### src/rtl/prio_irq_pkg.sv
package prio_irq_pkg;
  // priority field width is fixed by the register layout
  localparam int unsigned PRIO_W = 5;

  // configuration word bit positions
  localparam int unsigned CFG_FAST_BIT = 0;
  localparam int unsigned CFG_EDGE_BIT = 1;
  localparam int unsigned CFG_PRIO_LSB = 2;

  // word offsets of the bank registers after the N configuration words
  localparam int unsigned REG_MASK     = 0;
  localparam int unsigned REG_PEND     = 1;
  localparam int unsigned REG_SRC_FAST = 2;
  localparam int unsigned REG_SRC_NORM = 3;
  localparam int unsigned REG_CTRL     = 4;

  // path indices
  localparam int unsigned PATH_NORM = 0;
  localparam int unsigned PATH_FAST = 1;
  localparam int unsigned NUM_PATHS = 2;

  typedef struct packed {
    logic [PRIO_W-1:0] prio;
    logic              edge_mode;
    logic              fast;
  } line_cfg_t;
endpackage

### src/rtl/prio_irq_regs.sv
module prio_irq_regs
  import prio_irq_pkg::*;
#(
  parameter int unsigned N        = 32,
  parameter int unsigned BANK_IDX = 0,
  parameter int unsigned AW       = 8,
  parameter int unsigned DW       = 32
) (
  input  logic                     clk,
  input  logic                     rst_n,
  input  logic                     wr_i,
  input  logic [AW-1:0]            addr_i,
  input  logic [DW-1:0]            wdata_i,
  output logic [N-1:0]             fast_o,
  output logic [N-1:0]             edge_o,
  output logic [N-1:0][PRIO_W-1:0] prio_o,
  output logic [N-1:0]             mask_o,
  output logic [NUM_PATHS-1:0]     ack_o,
  output logic                     pend_wr_o
);
  localparam int unsigned WW = AW - 2;
  localparam logic [WW-1:0] IDX_MASK = WW'(N + REG_MASK);
  localparam logic [WW-1:0] IDX_PEND = WW'(N + REG_PEND);
  localparam logic [WW-1:0] IDX_CTRL = WW'(N + REG_CTRL);

  logic          wr_ok;
  logic [WW-1:0] widx;
  line_cfg_t     cfg_q [N];
  logic [N-1:0]  mask_q;

  assign wr_ok = wr_i && (addr_i[1:0] == 2'b00);
  assign widx  = addr_i[AW-1:2];

  for (genvar i = 0; i < N; i++) begin : g_line
    localparam logic [WW-1:0] MY_IDX = WW'(i);
    logic fast_wr;

    // only the first bank may route to the fast path
    if (BANK_IDX == 0) begin : g_fast_ok
      assign fast_wr = wdata_i[CFG_FAST_BIT];
    end else begin : g_fast_off
      assign fast_wr = 1'b0;
    end

    always_ff @(posedge clk or negedge rst_n) begin
      if (!rst_n) begin
        cfg_q[i] <= '0;
      end else if (wr_ok && widx == MY_IDX) begin
        cfg_q[i].fast      <= fast_wr;
        cfg_q[i].edge_mode <= wdata_i[CFG_EDGE_BIT];
        cfg_q[i].prio      <= wdata_i[CFG_PRIO_LSB +: PRIO_W];
      end
    end

    assign fast_o[i] = cfg_q[i].fast;
    assign edge_o[i] = cfg_q[i].edge_mode;
    assign prio_o[i] = cfg_q[i].prio;
  end

  always_ff @(posedge clk or negedge rst_n) begin
    if (!rst_n) begin
      mask_q <= '1;
    end else if (wr_ok && widx == IDX_MASK) begin
      mask_q <= wdata_i[N-1:0];
    end
  end

  assign mask_o    = mask_q;
  assign pend_wr_o = wr_ok && (widx == IDX_PEND);
  assign ack_o[PATH_NORM] = wr_ok && (widx == IDX_CTRL) && wdata_i[0];
  assign ack_o[PATH_FAST] = wr_ok && (widx == IDX_CTRL) && wdata_i[1];

  // a mask write lands on the next edge
  a_r4_mask_write: assert property (@(posedge clk) disable iff (!rst_n)
    (wr_ok && widx == IDX_MASK) |=> (mask_q == $past(wdata_i[N-1:0])));
endmodule

### src/rtl/prio_irq_pend.sv
module prio_irq_pend #(
  parameter int unsigned N = 32
) (
  input  logic         clk,
  input  logic         rst_n,
  input  logic [N-1:0] irq_i,
  input  logic [N-1:0] edge_i,
  input  logic         wr_i,
  input  logic [N-1:0] keep_i,
  input  logic [N-1:0] clr_i,
  output logic [N-1:0] pend_o
);
  logic [N-1:0] prev_q;
  logic [N-1:0] pend_q;
  logic [N-1:0] rise;
  logic [N-1:0] keep;
  logic [N-1:0] edge_nxt;

  assign rise     = irq_i & ~prev_q;
  assign keep     = wr_i ? keep_i : '1;
  assign edge_nxt = ((pend_q & keep) & ~clr_i) | rise;

  always_ff @(posedge clk or negedge rst_n) begin
    if (!rst_n) begin
      prev_q <= '0;
      pend_q <= '0;
    end else begin
      prev_q <= irq_i;
      pend_q <= (edge_nxt & edge_i) | (irq_i & ~edge_i);
    end
  end

  assign pend_o = pend_q;

  // every rising edge on an edge-mode line is latched
  a_r6_edge_latch: assert property (@(posedge clk) disable iff (!rst_n)
    1'b1 |=> ((pend_q & $past(irq_i & ~prev_q & edge_i)) == $past(irq_i & ~prev_q & edge_i)));

  // level-mode lines mirror the input one cycle later
  a_r6_level_follow: assert property (@(posedge clk) disable iff (!rst_n)
    1'b1 |=> ((pend_q & ~$past(edge_i)) == ($past(irq_i) & ~$past(edge_i))));
endmodule

### src/rtl/prio_irq_path.sv
module prio_irq_path
  import prio_irq_pkg::*;
#(
  parameter int unsigned N  = 32,
  parameter int unsigned LW = $clog2(N)
) (
  input  logic                     clk,
  input  logic                     rst_n,
  input  logic [N-1:0]             cand_i,
  input  logic [N-1:0][PRIO_W-1:0] prio_i,
  input  logic                     ack_i,
  output logic                     held_o,
  output logic [LW-1:0]            line_o,
  output logic [N-1:0]             clr_o
);
  logic              found;
  logic [LW-1:0]     best_l;
  logic [PRIO_W-1:0] best_p;
  logic              held_q;
  logic [LW-1:0]     line_q;

  // lowest priority value wins; strict compare keeps the lower line on ties
  always_comb begin
    found  = 1'b0;
    best_l = '0;
    best_p = '1;
    for (int i = 0; i < N; i++) begin
      if (cand_i[i] && (!found || prio_i[i] < best_p)) begin
        found  = 1'b1;
        best_l = LW'(i);
        best_p = prio_i[i];
      end
    end
  end

  always_ff @(posedge clk or negedge rst_n) begin
    if (!rst_n) begin
      held_q <= 1'b0;
      line_q <= '0;
    end else if (ack_i) begin
      held_q <= 1'b0;
    end else if (!held_q && found) begin
      held_q <= 1'b1;
      line_q <= best_l;
    end
  end

  always_comb begin
    clr_o = '0;
    if (ack_i && held_q) clr_o[line_q] = 1'b1;
  end

  assign held_o = held_q;
  assign line_o = line_q;

  // the winner does not move until acknowledged
  a_r9_frozen: assert property (@(posedge clk) disable iff (!rst_n)
    (held_q && !ack_i) |=> (held_q && $stable(line_q)));

  // acknowledge releases the path
  a_r9_release: assert property (@(posedge clk) disable iff (!rst_n)
    ack_i |=> !held_o);

  // the pick is always an active candidate
  a_r7_pick_active: assert property (@(posedge clk) disable iff (!rst_n)
    found |-> cand_i[best_l]);

  // an idle path with a candidate raises its output next cycle
  a_r10_capture: assert property (@(posedge clk) disable iff (!rst_n)
    (!held_q && found && !ack_i) |=> held_o);
endmodule

### src/rtl/prio_irq_bank.sv
module prio_irq_bank
  import prio_irq_pkg::*;
#(
  parameter int unsigned N        = 32,
  parameter int unsigned BANK_IDX = 0,
  parameter int unsigned AW       = 8,
  parameter int unsigned DW       = 32
) (
  input  logic          clk,
  input  logic          rst_n,
  input  logic [N-1:0]  irq_i,
  input  logic          bus_wr_i,
  input  logic          bus_rd_i,
  input  logic [AW-1:0] bus_addr_i,
  input  logic [DW-1:0] bus_wdata_i,
  output logic [DW-1:0] bus_rdata_o,
  output logic          irq_norm_o,
  output logic          irq_fast_o
);
  localparam int unsigned LW = $clog2(N);
  localparam int unsigned WW = AW - 2;
  localparam logic [WW-1:0] IDX_MASK     = WW'(N + REG_MASK);
  localparam logic [WW-1:0] IDX_PEND     = WW'(N + REG_PEND);
  localparam logic [WW-1:0] IDX_SRC_FAST = WW'(N + REG_SRC_FAST);
  localparam logic [WW-1:0] IDX_SRC_NORM = WW'(N + REG_SRC_NORM);

  logic [N-1:0]                  fast_v;
  logic [N-1:0]                  edge_v;
  logic [N-1:0][PRIO_W-1:0]      prio_v;
  logic [N-1:0]                  mask_v;
  logic [NUM_PATHS-1:0]          ack_v;
  logic                          pend_wr;
  logic [N-1:0]                  pend_v;
  logic [N-1:0]                  active;
  logic [NUM_PATHS-1:0][N-1:0]   cand;
  logic [NUM_PATHS-1:0]          held;
  logic [NUM_PATHS-1:0][LW-1:0]  line;
  logic [NUM_PATHS-1:0][N-1:0]   clr;
  logic [DW-1:0]                 rdata_q;
  logic [DW-1:0]                 rd_word;
  logic [WW-1:0]                 ridx;

  prio_irq_regs #(.N(N), .BANK_IDX(BANK_IDX), .AW(AW), .DW(DW)) u_regs (
    .clk       (clk),
    .rst_n     (rst_n),
    .wr_i      (bus_wr_i),
    .addr_i    (bus_addr_i),
    .wdata_i   (bus_wdata_i),
    .fast_o    (fast_v),
    .edge_o    (edge_v),
    .prio_o    (prio_v),
    .mask_o    (mask_v),
    .ack_o     (ack_v),
    .pend_wr_o (pend_wr)
  );

  prio_irq_pend #(.N(N)) u_pend (
    .clk    (clk),
    .rst_n  (rst_n),
    .irq_i  (irq_i),
    .edge_i (edge_v),
    .wr_i   (pend_wr),
    .keep_i (bus_wdata_i[N-1:0]),
    .clr_i  (clr[PATH_NORM] | clr[PATH_FAST]),
    .pend_o (pend_v)
  );

  assign active          = pend_v & ~mask_v;
  assign cand[PATH_NORM] = active & ~fast_v;
  assign cand[PATH_FAST] = active & fast_v;

  for (genvar p = 0; p < NUM_PATHS; p++) begin : g_path
    prio_irq_path #(.N(N), .LW(LW)) u_path (
      .clk    (clk),
      .rst_n  (rst_n),
      .cand_i (cand[p]),
      .prio_i (prio_v),
      .ack_i  (ack_v[p]),
      .held_o (held[p]),
      .line_o (line[p]),
      .clr_o  (clr[p])
    );
  end

  assign ridx = bus_addr_i[AW-1:2];

  always_comb begin
    rd_word = '0;
    if (bus_addr_i[1:0] == 2'b00) begin
      if (ridx < WW'(N)) begin
        rd_word[CFG_FAST_BIT]                 = fast_v[ridx[LW-1:0]];
        rd_word[CFG_EDGE_BIT]                 = edge_v[ridx[LW-1:0]];
        rd_word[CFG_PRIO_LSB +: PRIO_W]       = prio_v[ridx[LW-1:0]];
      end else if (ridx == IDX_MASK) begin
        rd_word[N-1:0] = mask_v;
      end else if (ridx == IDX_PEND) begin
        rd_word[N-1:0] = pend_v;
      end else if (ridx == IDX_SRC_FAST) begin
        rd_word[DW-1]   = held[PATH_FAST];
        rd_word[LW-1:0] = held[PATH_FAST] ? line[PATH_FAST] : '0;
      end else if (ridx == IDX_SRC_NORM) begin
        rd_word[DW-1]   = held[PATH_NORM];
        rd_word[LW-1:0] = held[PATH_NORM] ? line[PATH_NORM] : '0;
      end
    end
  end

  always_ff @(posedge clk or negedge rst_n) begin
    if (!rst_n) rdata_q <= '0;
    else if (bus_rd_i) rdata_q <= rd_word;
  end

  assign bus_rdata_o = rdata_q;
  assign irq_norm_o  = held[PATH_NORM];
  assign irq_fast_o  = held[PATH_FAST];

  // a bank other than the first never raises the fast output
  if (BANK_IDX != 0) begin : g_nofast
    a_r3_no_fast: assert property (@(posedge clk) disable iff (!rst_n)
      !irq_fast_o);
  end

  // a newly held normal winner was routed to the normal path
  a_r11_norm_route: assert property (@(posedge clk) disable iff (!rst_n)
    $rose(irq_norm_o) |-> !fast_v[line[PATH_NORM]]);
endmodule

### config.mk
export PLATFORM = sky130hd
export DESIGN_NAME = prio_irq_bank
export DESIGN_NICKNAME = d
export VERILOG_FILES = /design/src/rtl/prio_irq_pkg.sv /design/src/rtl/prio_irq_regs.sv /design/src/rtl/prio_irq_pend.sv /design/src/rtl/prio_irq_path.sv /design/src/rtl/prio_irq_bank.sv
export SDC_FILE = /design/constraint.sdc
export NUM_CORES = 1
export LEC_CHECK = 0
export ABC_AREA = 0
export ABC_CLOCK_PERIOD_IN_PS = 56300
export BUFFER_PORTS_ARGS = -buffer_cell sky130_fd_sc_hd__buf_2
export CORE_ASPECT_RATIO = 1.5
export CORE_MARGIN = 2
export CORE_UTILIZATION = 34
export DETAILED_ROUTE_END_ITERATION = 12
export PLACE_DENSITY_LB_ADDON = 0.3
export REMOVE_ABC_BUFFERS = 1
export SLEW_MARGIN = 10
export SYNTH_ARGS = -nofsm -noshare
export SYNTH_HDL_FRONTEND = slang
export SYNTH_SLANG_ARGS = --single-unit
export TNS_END_PERCENT = 50
### constraint.sdc
create_clock -name clk -period 56.3 [get_ports clk]
set_input_delay 11.26 -clock clk [delete_from_list [all_inputs] [get_ports clk]]
set_output_delay 11.26 -clock clk [all_outputs]
set_load 0.02 [all_outputs]
## Word-level counts from Yosys, hierarchy flattened

Index checks and enable logic that the tools add are counted.

| storage, ports and cells | value |
|---|---|
| bits of input ports | 76 |
| output and inout bits | 34 |
| register bits | 364 |
| word-level logic and storage cells | 682 |

| cells by class | value |
|---|---|
| equal/unequal tests | 36 |
| bitwise gates (word level) | 18 |
| reduce and logical (&&, ||, !) cells | 238 |
| muxes and demuxes | 218 |
| order comparisons | 68 |

Operators by type and width:

| operator | count |
|---|---|
| 2-to-1 mux 5 bit | 100 |
| < comparator 5 bit | 62 |
| AND 32 bit | 8 |
| 2-to-1 mux 32 bit | 5 |
| inverter 32 bit | 5 |
| logical AND 1 bit | 106 |
| == test 6 x 5 -> 1 bit, second input constant | 16 |
| OR 32 bit | 3 |
| 2-to-1 mux 1 bit | 77 |
| zero test 1 bit | 64 |
| 2-to-1 mux 4 bit | 16 |
| logical OR 1 bit | 62 |
| == test 6 x 4 -> 1 bit, second input constant | 8 |
| == test 6 bit, second input constant | 5 |
| 2-to-1 mux 26 bit | 1 |
| binary-select mux 5 bit (select 5 bit) | 1 |
| 2-to-1 mux 25 bit | 1 |
| == test 6 x 3 -> 1 bit, second input constant | 4 |
| 2-to-1 mux 3 bit | 8 |
| < comparator 5 x 6 -> 1 bit, second input constant | 3 |
| == test 6 x 2 -> 1 bit, second input constant | 2 |
| binary-select mux 1 bit (select 5 bit) | 2 |
| demux 1 bit (select 5 bit) | 2 |
| greater-or-equal comparator 5 x 1 -> 1 bit, second input constant | 2 |
| 9 further kinds | 15 |

## Logic depth before layout (Yosys ltp)

Gate-level depths: netlist (run 1).

| logic depth | value |
|---|---|
| depth after elaboration | 131 |
| gate-level depth with buffers | 281 |
| mapped depth without buffers | 270 |

## Cells and area by module

From an unflattened synthesis (run 1), not the netlist that was laid out.

| second synthesis, totals | value |
|---|---|
| cells, all modules | 3942 |
| area total of the unflattened synthesis | 35534.1 µm² |

Modules (own cells, without submodules):

| module | seq. area each (µm²) | times used | area each (µm²) | cells an instance |
|---|---|---|---|---|
| prio_irq_regs | 6446.2 | 1 | 10013.4 | 608 |
| prio_irq_path (g_path[1].u_path) | 150.1 | 1 | 9192.6 | 1373 |
| prio_irq_path (g_path[0].u_path) | 150.1 | 1 | 9158.8 | 1371 |
| prio_irq_bank | 800.8 | 1 | 4280.4 | 395 |
| prio_irq_pend | 1601.5 | 1 | 2889.0 | 195 |

## Least setup slack after synthesis (run 1)

No wires, ideal clock.

| timing | value |
|---|---|
| kind | register to register |
| start | register u_regs.mask_q[0] (netlist: u_regs.mask_o[0]) |
| end | register g_path[1].u_path.line_q[2] |
| path slack | 9500 ps |
| clock period less this slack | 46800 ps |
| buffers on the path | 11 |
| data required time | 56174 ps |
| data arrival time | 46673 ps |
| setup time | 126 ps |
| stages on the path, launching flop included | 263 |
| cell sequence | dfstp_2 nand3b_1 nor2_1 ha_1 and3b_1 a2111oi_4 o211ai_1 nand2_1 nand2_1 o21ai_0 inv_1 ha_1 a2111oi_1 o21ai_0 nand2_1 nand2_1 o21ai_0 inv_1 (+227 left out) o21ai_0 ha_1 a21o_1 a21o_1 a21o_1 a41oi_1 nor2_1 nor2_1 a21oi_2 mux2_1 ha_1 nand4_1 or2_2 o22a_1 and2_1 o22ai_2 o21ai_1 o32a_1 |

| between the ends | value |
|---|---|
| longest elaborated chain between the ends | 130 |
| elaborated cells on any way between the ends | 220 |
| those cells by class | order compare (31); mux (91); bitwise (3); reduce/logical (95) |

Ends and longest elaborated chain:

| item | line | text |
|---|---|---|
| start, declared | prio_irq_regs.sv:29 | `logic [N-1:0] mask_q;` |
| start signal, assigned | prio_irq_regs.sv:64 | `mask_q <= wdata_i[N-1:0];` |
| inverter 32 bit (*) | prio_irq_bank.sv:68 | `assign active = pend_v & ~mask_v;` |
| AND 32 bit (*) | prio_irq_bank.sv:68 |  |
| AND 32 bit (*) | prio_irq_bank.sv:70 | `assign cand[PATH_FAST] = active & fast_v;` |
| 2-to-1 mux 5 bit / 2-to-1 mux 1 bit (equally long branches) | prio_irq_path.sv:28 | `if (cand_i[i] && (!found \|\| prio_i[i] < best_p)) begin` |
| < comparator 5 bit / zero test 1 bit (equally long branches) | prio_irq_path.sv:28 |  |
| logical OR 1 bit | prio_irq_path.sv:28 |  |
| logical AND 1 bit | prio_irq_path.sv:28 |  |
| 2-to-1 mux 5 bit / 2-to-1 mux 1 bit (equally long branches) | prio_irq_path.sv:28 |  |
| (+114 left out) | -- |  |
| logical AND 1 bit | prio_irq_path.sv:28 |  |
| 2-to-1 mux 5 bit / 2-to-1 mux 1 bit (equally long branches) | prio_irq_path.sv:28 |  |
| < comparator 5 bit / zero test 1 bit (equally long branches) | prio_irq_path.sv:28 |  |
| logical OR 1 bit | prio_irq_path.sv:28 |  |
| logical AND 1 bit | prio_irq_path.sv:28 |  |
| 2-to-1 mux 1 bit | prio_irq_path.sv:28 |  |
| logical AND 1 bit | prio_irq_path.sv:42 | `end else if (!held_q && found) begin` |
| AND reduction 2 bit (no line) | -- |  |
| end signal, assigned | prio_irq_path.sv:44 | `line_q <= best_l;` |
| end, declared | prio_irq_path.sv:20 | `logic [LW-1:0] line_q;` |

Mark *: on every way between the ends. The rest lies on a longest branch, timed or not.
A chain may end at the register's enable or synchronous reset.

## Worst setup path in the final report (run 1)

Ends and elaborated chain as after synthesis.

==> results of run 1 <==
-- repair_timing --
| item | in CTS | in global routing |
|---|---|---|
| setup buffers | 0 | 16 |
| gates resized for setup | 0 | 33 |
| endpoints found under the setup margin | 0 | 10 |
-- stage by stage --
stage	cell area (µm²)	power (mW)	worst slack, ns	setup TNS (ns)	util, %
after floorplan	32850	1.738	9.084	0	-
after global routing	36950	2.793	-0.07234	-0.07234	36.88
final	36960	2.617	3.980	0	36.88
after global placement	35300	2.247	0.6535	0	35.23
after CTS	36690	2.557	0.5158	0	36.61
after detailed placement	35310	2.260	0.6984	0	35.23
-- area by class of cell --
class                           instances  area [µm²]  area share (%)
Sequential cell                       364        9149           24.75
Clock inverter                         16       138.9          0.3758
Clock buffer                           62        1240           3.355
Antenna cell                            2       5.005         0.01354
Tap cell                             1296        1622           4.387
Multi-Input combinational cell       3065       23030           62.30
Inverter                              231       867.1           2.346
Timing Repair Buffer                  154       910.9           2.465
-- registers in the layout, indices dropped and copies added (netlist names) --
name                  cells
u_regs.prio_o           160
u_pend.pend_o            32
g_path.u_path.held_o      2
g_path.u_path.line_o     10
u_regs.fast_o            32
u_regs.edge_o            32
u_regs.mask_o            32
bus_rdata_o              32
u_pend.prev_q            32
-- worst paths after layout --
kind	end	startpoint	slack (ns)
max	g_path[1].u_path.line_o[2]	u_regs.mask_o[0]	3.98
min	u_pend.pend_o[3]	u_pend.prev_q[3]	0.50
max reg2reg	g_path[1].u_path.line_o[2]	u_regs.mask_o[0]	3.98
min reg2reg	u_pend.pend_o[3]	u_pend.prev_q[3]	0.50
max in group asynchronous	u_regs.prio_o[21]	rst_n	43.52
min in group asynchronous	bus_rdata_o[23]	rst_n	10.70
-- power by group through the flow --
stage,clock network [mW],registers [mW],logic (mW)
floorplan,0,0.297,1.44
global placement,0,0.312,1.94
detailed placement,0,0.312,1.95
CTS,0.290,0.308,1.96
global route,0.300,0.310,2.18
finish,0.284,0.309,2.02
-- logic make-up (layout without fill, tap and decap cells) --
| family | Yosys count | after routing | synth area share, % |
|---|---|---|---|
| and+or+nand+nor | 1316 | 1316 | 19.15 |
| AOI/OAI and AO/OA | 1153 | 1153 | 25.13 |
| DFF | 364 | 364 | 26.58 |
| xor gates and xnor gates | 15 | 15 | 0.3817 |
| other | 0 | 2 | 0 |
| adders and majority gates | 155 | 155 | 5.482 |
| buffers and inverters | 411 | 463 | 7.060 |
| muxes | 426 | 426 | 16.21 |
-- cell usage in the layout (no fill, tap or decap), types with 45 or more instances in the layout --
cell,instances
nand2_1,452
inv_1,226
a211oi_1,54
a31oi_1,52
mux2_2,252
mux4_2,68
o22ai_1,50
a21oi_1,181
clkbuf_16,45
o21ai_0,239
o211ai_1,68
mux2i_1,74
ha_1,132
nor3_1,103
buf_4,46
dfrtp_1,332
nand3_1,64
buf_2,106
nor2_1,304
-- worst max-delay path, delay by kind of cell, from the launching register on --
kind | cells | cell delay, ns
AO/OA/AOI/OAI | 108 | 22.13
AND/OR/NAND/NOR | 81 | 13.29
multiplexers | 19 | 5.33
buffers and inverters | 24 | 2.05
adder cells (fa/ha/maj) | 31 | 8.76
flip-flops | 1 | 0.57
-- layer usage --
| metal | track usage, % | up-vias |
|---|---|---|
| met5 | 0 | - |
| met4 | 20.96 | 6 |
| met3 | 4.092 | 482 |
| met2 | 46.26 | 1216 |
| met1 | 27.65 | 15830 |
| li1 | - | 14500 |
==> results.md, run 1 <==
* Outcome: completed
* Seq/Total Area, Yosys at 26.58%
* DR top layer: met5
* R2R depth at 263
* Commonest cells in the synthesized netlist: nand2_1, dfrtp_1, nor2_1
* Via-per-instance ratio at 6.171
* Flop pwr share at 11.8%
* Net Sw Frac at 53.77%
* Synth async-reset ratio at 100.0%
* Per-instance average area after synthesis at 8.962 µm²
* Die ar. at 0.1038 mm²
* Cell row count at 142
* First-pass GRT wire length at 207.0 mm
* Static Leak at 15.91 nW
* Yosys top cell by area: dfrtp_1
* Worst Hold Depth at 3
* Core area at 0.1002 mm²
* Worst setup EP type: flip-flop
* Ys Warns at 0
* Min Tclk post-route at 52.32 ns
* Cts hold-fix bufs at 0
* Worst hold path class: reg2reg
* GRT Overall Usage at 26.22%
* CTS tree: built
* Final period util at 92.93%
* Fill cells at 10460
* Crit Path Class: reg2reg
* Die W at 263.8 µm
* Max IR drop VDD at 72.17 µV
* WL met1 at 49.60 mm
* Hold slack at 0.4993 ns
* Mapped Area at 0.03442 mm²
* I/O Pins at 110
* Crit path launch type: flip-flop
* CTS root buf: clkbuf_16
* Largest net degree at the start of global routing at 139
* Critical Path Slowest Stage Cell: or4b_2
* Synth unique cells at 181
* TritonCTS Buffers at 42
* Max FO, Critical Path at 12
* Layout Cells excl Fill at 5190
* Die H at 393.7 µm
* Max Clk Rate at 19.11 MHz
* Worst skew pair latency at 0.61 ns
* Share of the synthesized area in the top cell type at 24.14%
* Pint at 1.210 mW
* Syn Inst Count at 3840
* Vias at 32030
* Layout area overhead at 7.391%
* Prevailing post-synth register cell: dfrtp_1
* Routed Antenna Nets at 0
* Vias in the first global route at 31850
* Final Hold Viols at 0
* Crit path largest cell delay at 0.62 ns
* Worst EP arrival at 52.81 ns
* Pre-antenna DRT Iters at 8
* Met3 WL at 7.748 mm
* Wire per inst at 26.94 µm
* Slew @ Worst Pin at 1.175 ns
* Setup violators final at 0
* #FFs+latches synth at 364
* Grt ovf at 0
* Final wirelength at 139.8 mm
* Synth area leaders: dfrtp_1, mux2_2, nand2_1
* CTS Buffer Depth at 3
* H-tree depth at 2
* Layout cells sized above 1 at 23.36%
* Slew margin rel. at 21.37%
* DRC Markers at 0
* Clock-pin slew on the worst setup and hold paths at 0.06 ns
* DR WL met2 at 69.21 mm
* Most used cell, CP: nand2_1
* Max Slew Vio Count at 0
* Count leader, synth: nand2_1
* EDFF count, synth at 0
* Net Switching at 1.407 mW
* Number of port buffers at 109
* Max_cap viols at 0
* Nets at 4066
* Initial antenna violation count at 8
* Iteration-0 DRC Markers at 2462
* Clock power share at 10.9%
* Clk sink count at 364
* Routability Congestion at 0.9592
* Clock skew at 0.02455 ns
* Post-DP HPWL at 107.9 mm
* Req. time, crit path at 56.79 ns
* Power per cell area at 70.82 mW/mm²
* Combinational power share at 77.3%
* Dpl cells at 5094
* Starting Density at 34.34%
Note: power is estimated with default switching activity, not from simulation.
==> run 2: changes to the inputs <==
--- a/config.mk
+++ b/config.mk
@@ -10,7 +10,7 @@
 export BUFFER_PORTS_ARGS = -buffer_cell sky130_fd_sc_hd__buf_2
 export CORE_ASPECT_RATIO = 1.5
 export CORE_MARGIN = 2
-export CORE_UTILIZATION = 34
+export CORE_UTILIZATION = 55
 export DETAILED_ROUTE_END_ITERATION = 12
 export PLACE_DENSITY_LB_ADDON = 0.3
 export REMOVE_ABC_BUFFERS = 1
==> run 2 against run 1 <==
  * The run now ends with capacitance limit left
  * Highest routed layer unchanged
  * Largest power group unchanged
  * Design area down 1.7%
  * Worst hold slack better by 0.0019 ns
  * Critical endpoint unchanged
  * Setup slack improved by 0.24 ns
  * Clock-buffer cell count fell by 8
  * Register-to-register slack gained 0.24 ns
==> results.md, run 2 (synthesis gave the netlist of run 1 again) <==
* Flop pwr share at 12.0%
* Routed Antenna Nets at 0
* Clk sink count at 364
* CTS Buffer Depth at 3
* Max FO, Critical Path at 13
* Setup violators final at 0
* Vias at 32550
* Clock-pin slew on the worst setup and hold paths at 0.07 ns
* Failing checks: capacitance limit
* Crit Path Class: reg2reg
* Iteration-0 DRC Markers at 2878
* Final Hold Viols at 0
* Power per cell area at 70.44 mW/mm²
* Post-DP HPWL at 96.02 mm
* Combinational power share at 77.3%
* Number of port buffers at 109
* Initial antenna violation count at 7
* Die H at 310.4 µm
* Dpl cells at 4596
* Leading cell type in the layout, fill and taps excluded: nand2_1
* Worst Min Path Start: u_pend.prev_q[9]
* GRT Overall Usage at 38.75%
* Req. time, crit path at 56.79 ns
* Die W at 208.2 µm
* DRC Markers at 0
* Clock skew at 0.02546 ns
* Pint at 1.204 mW
* Pre-antenna DRT Iters at 6
* Layout Cells excl Fill at 4695
* H-tree depth at 2
* Slew margin rel. at 0.9520%
* Static Leak at 15.93 nW
* Worst EP arrival at 52.57 ns
* CTS root buf: clkbuf_16
* Nets at 4072
* Routability Congestion at 1.051
* Starting Density at 55.44%
* Final Util at 58.52%
* Net Sw Frac at 52.95%
* Wire per inst at 27.05 µm
* Crit path max-delay family: compound AO/OA/AOI/OAI gates
* Layout cells sized above 1 at 23.50%
* Layout area overhead at 5.562%
* Clock power share at 10.7%
* Grt ovf at 0
* Critical Path Source: u_regs.mask_o[0]
* Min Tclk post-route at 52.08 ns
* Fin Setup TNS at 0 ns
* Max_cap viols at 1
* Core area at 0.06208 mm²
* Critical R2R Launch: u_regs.mask_o[0]
* Total power at 2.559 mW
* CTS tree: built
* Final wirelength at 127.0 mm
* Fill cells at 5619
* Crit path largest cell delay at 0.62 ns
* Critical Path Slowest Stage Cell: or4b_2
* Net Switching at 1.355 mW
* Max IR drop VDD at 98.29 µV
* Commonest cells after routing, fill and taps aside: nand2_1, dfrtp_1, nor2_1, mux2_2, o21ai_0
* Slew @ Worst Pin at 1.472 ns
* Worst setup EP type: flip-flop
* Worst hold path class: reg2reg
* Largest net degree at the start of global routing at 70
* Outcome: finished with violations
* Cts hold-fix bufs at 0
* I/O Pins at 110
* Vias in the first global route at 31900
* Crit path launch type: flip-flop
* Max Clk Rate at 19.20 MHz
* Cell row count at 112
* Buffers & Inverters on Critical Path at 25
* Worst skew pair latency at 0.60 ns
* Via-per-instance ratio at 6.933
* TritonCTS Buffers at 38
* First-pass GRT wire length at 191.4 mm
* Final period util at 92.50%
* Largest register FFs at 160
* Hold slack at 0.5013 ns
* Max Slew Vio Count at 0
* Die ar. at 0.06463 mm²
[run 2: what timing repair did]
action | 4_1_cts | 5_1_grt
setup endpoints to repair | 0 | 10
buffers inserted | 0 | 26
resized for setup | 0 | 29
[run 2: final timing paths]
path,to,slack (ns),depth (start not counted)
setup / recovery,g_path[1].u_path.line_o[2],4.22,256
hold / removal,u_pend.pend_o[9],0.50,3
setup reg to reg,g_path[1].u_path.line_o[2],4.22,256
hold reg to reg,u_pend.pend_o[9],0.50,3
max in group asynchronous,u_regs.fast_o[4],42.90,4
min in group asynchronous,bus_rdata_o[22],10.64,1
[run 2: per-stage QoR]
step                worst slack (ns)  instance area, µm²
floorplan                      9.084               32850
global placement               1.245               34670
detailed placement             1.358               34670
CTS                            1.104               35980
global route                -0.07271               36320
finish                         4.221               36330
[run 2: cell type report]
class	instances	area [µm²]	share of cell area (%)
diodes	3	7.507	0.02066
clock buffers	54	1135	3.124
clock inverters	16	178.9	0.4925
inverters	231	867.1	2.387
multi-input cells	3065	23020	63.37
flip-flops and latches	364	9149	25.18
well taps	798	998.5	2.748
repair buffers	164	973.4	2.679
[run 2: power groups by stage]
stage / Clock [mW] / Combinational [mW] / Sequential [mW]
floorplan: 0 / 1.44 / 0.297
global route: 0.285 / 2.14 / 0.309
global placement: 0 / 1.88 / 0.311
CTS: 0.275 / 1.91 / 0.306
detailed placement: 0 / 1.90 / 0.311
finish: 0.273 / 1.98 / 0.308
[run 2: routing by layer]
layer  GRT usage (%)  wire length, µm  up-vias
met5               0               44        -
met4           35.59            13810        6
met3           7.449             9464      658
met2           65.88            59950     1607
met1           40.80            43730    15770
li1                -                -    14510
[run 2: tightest hold or removal path, stage by stage (launching register included)]
cell and delay, ns:
dfrtp_1 0.32, nand2_1 0.05, nand2_1 0.05, nand2_1 0.05
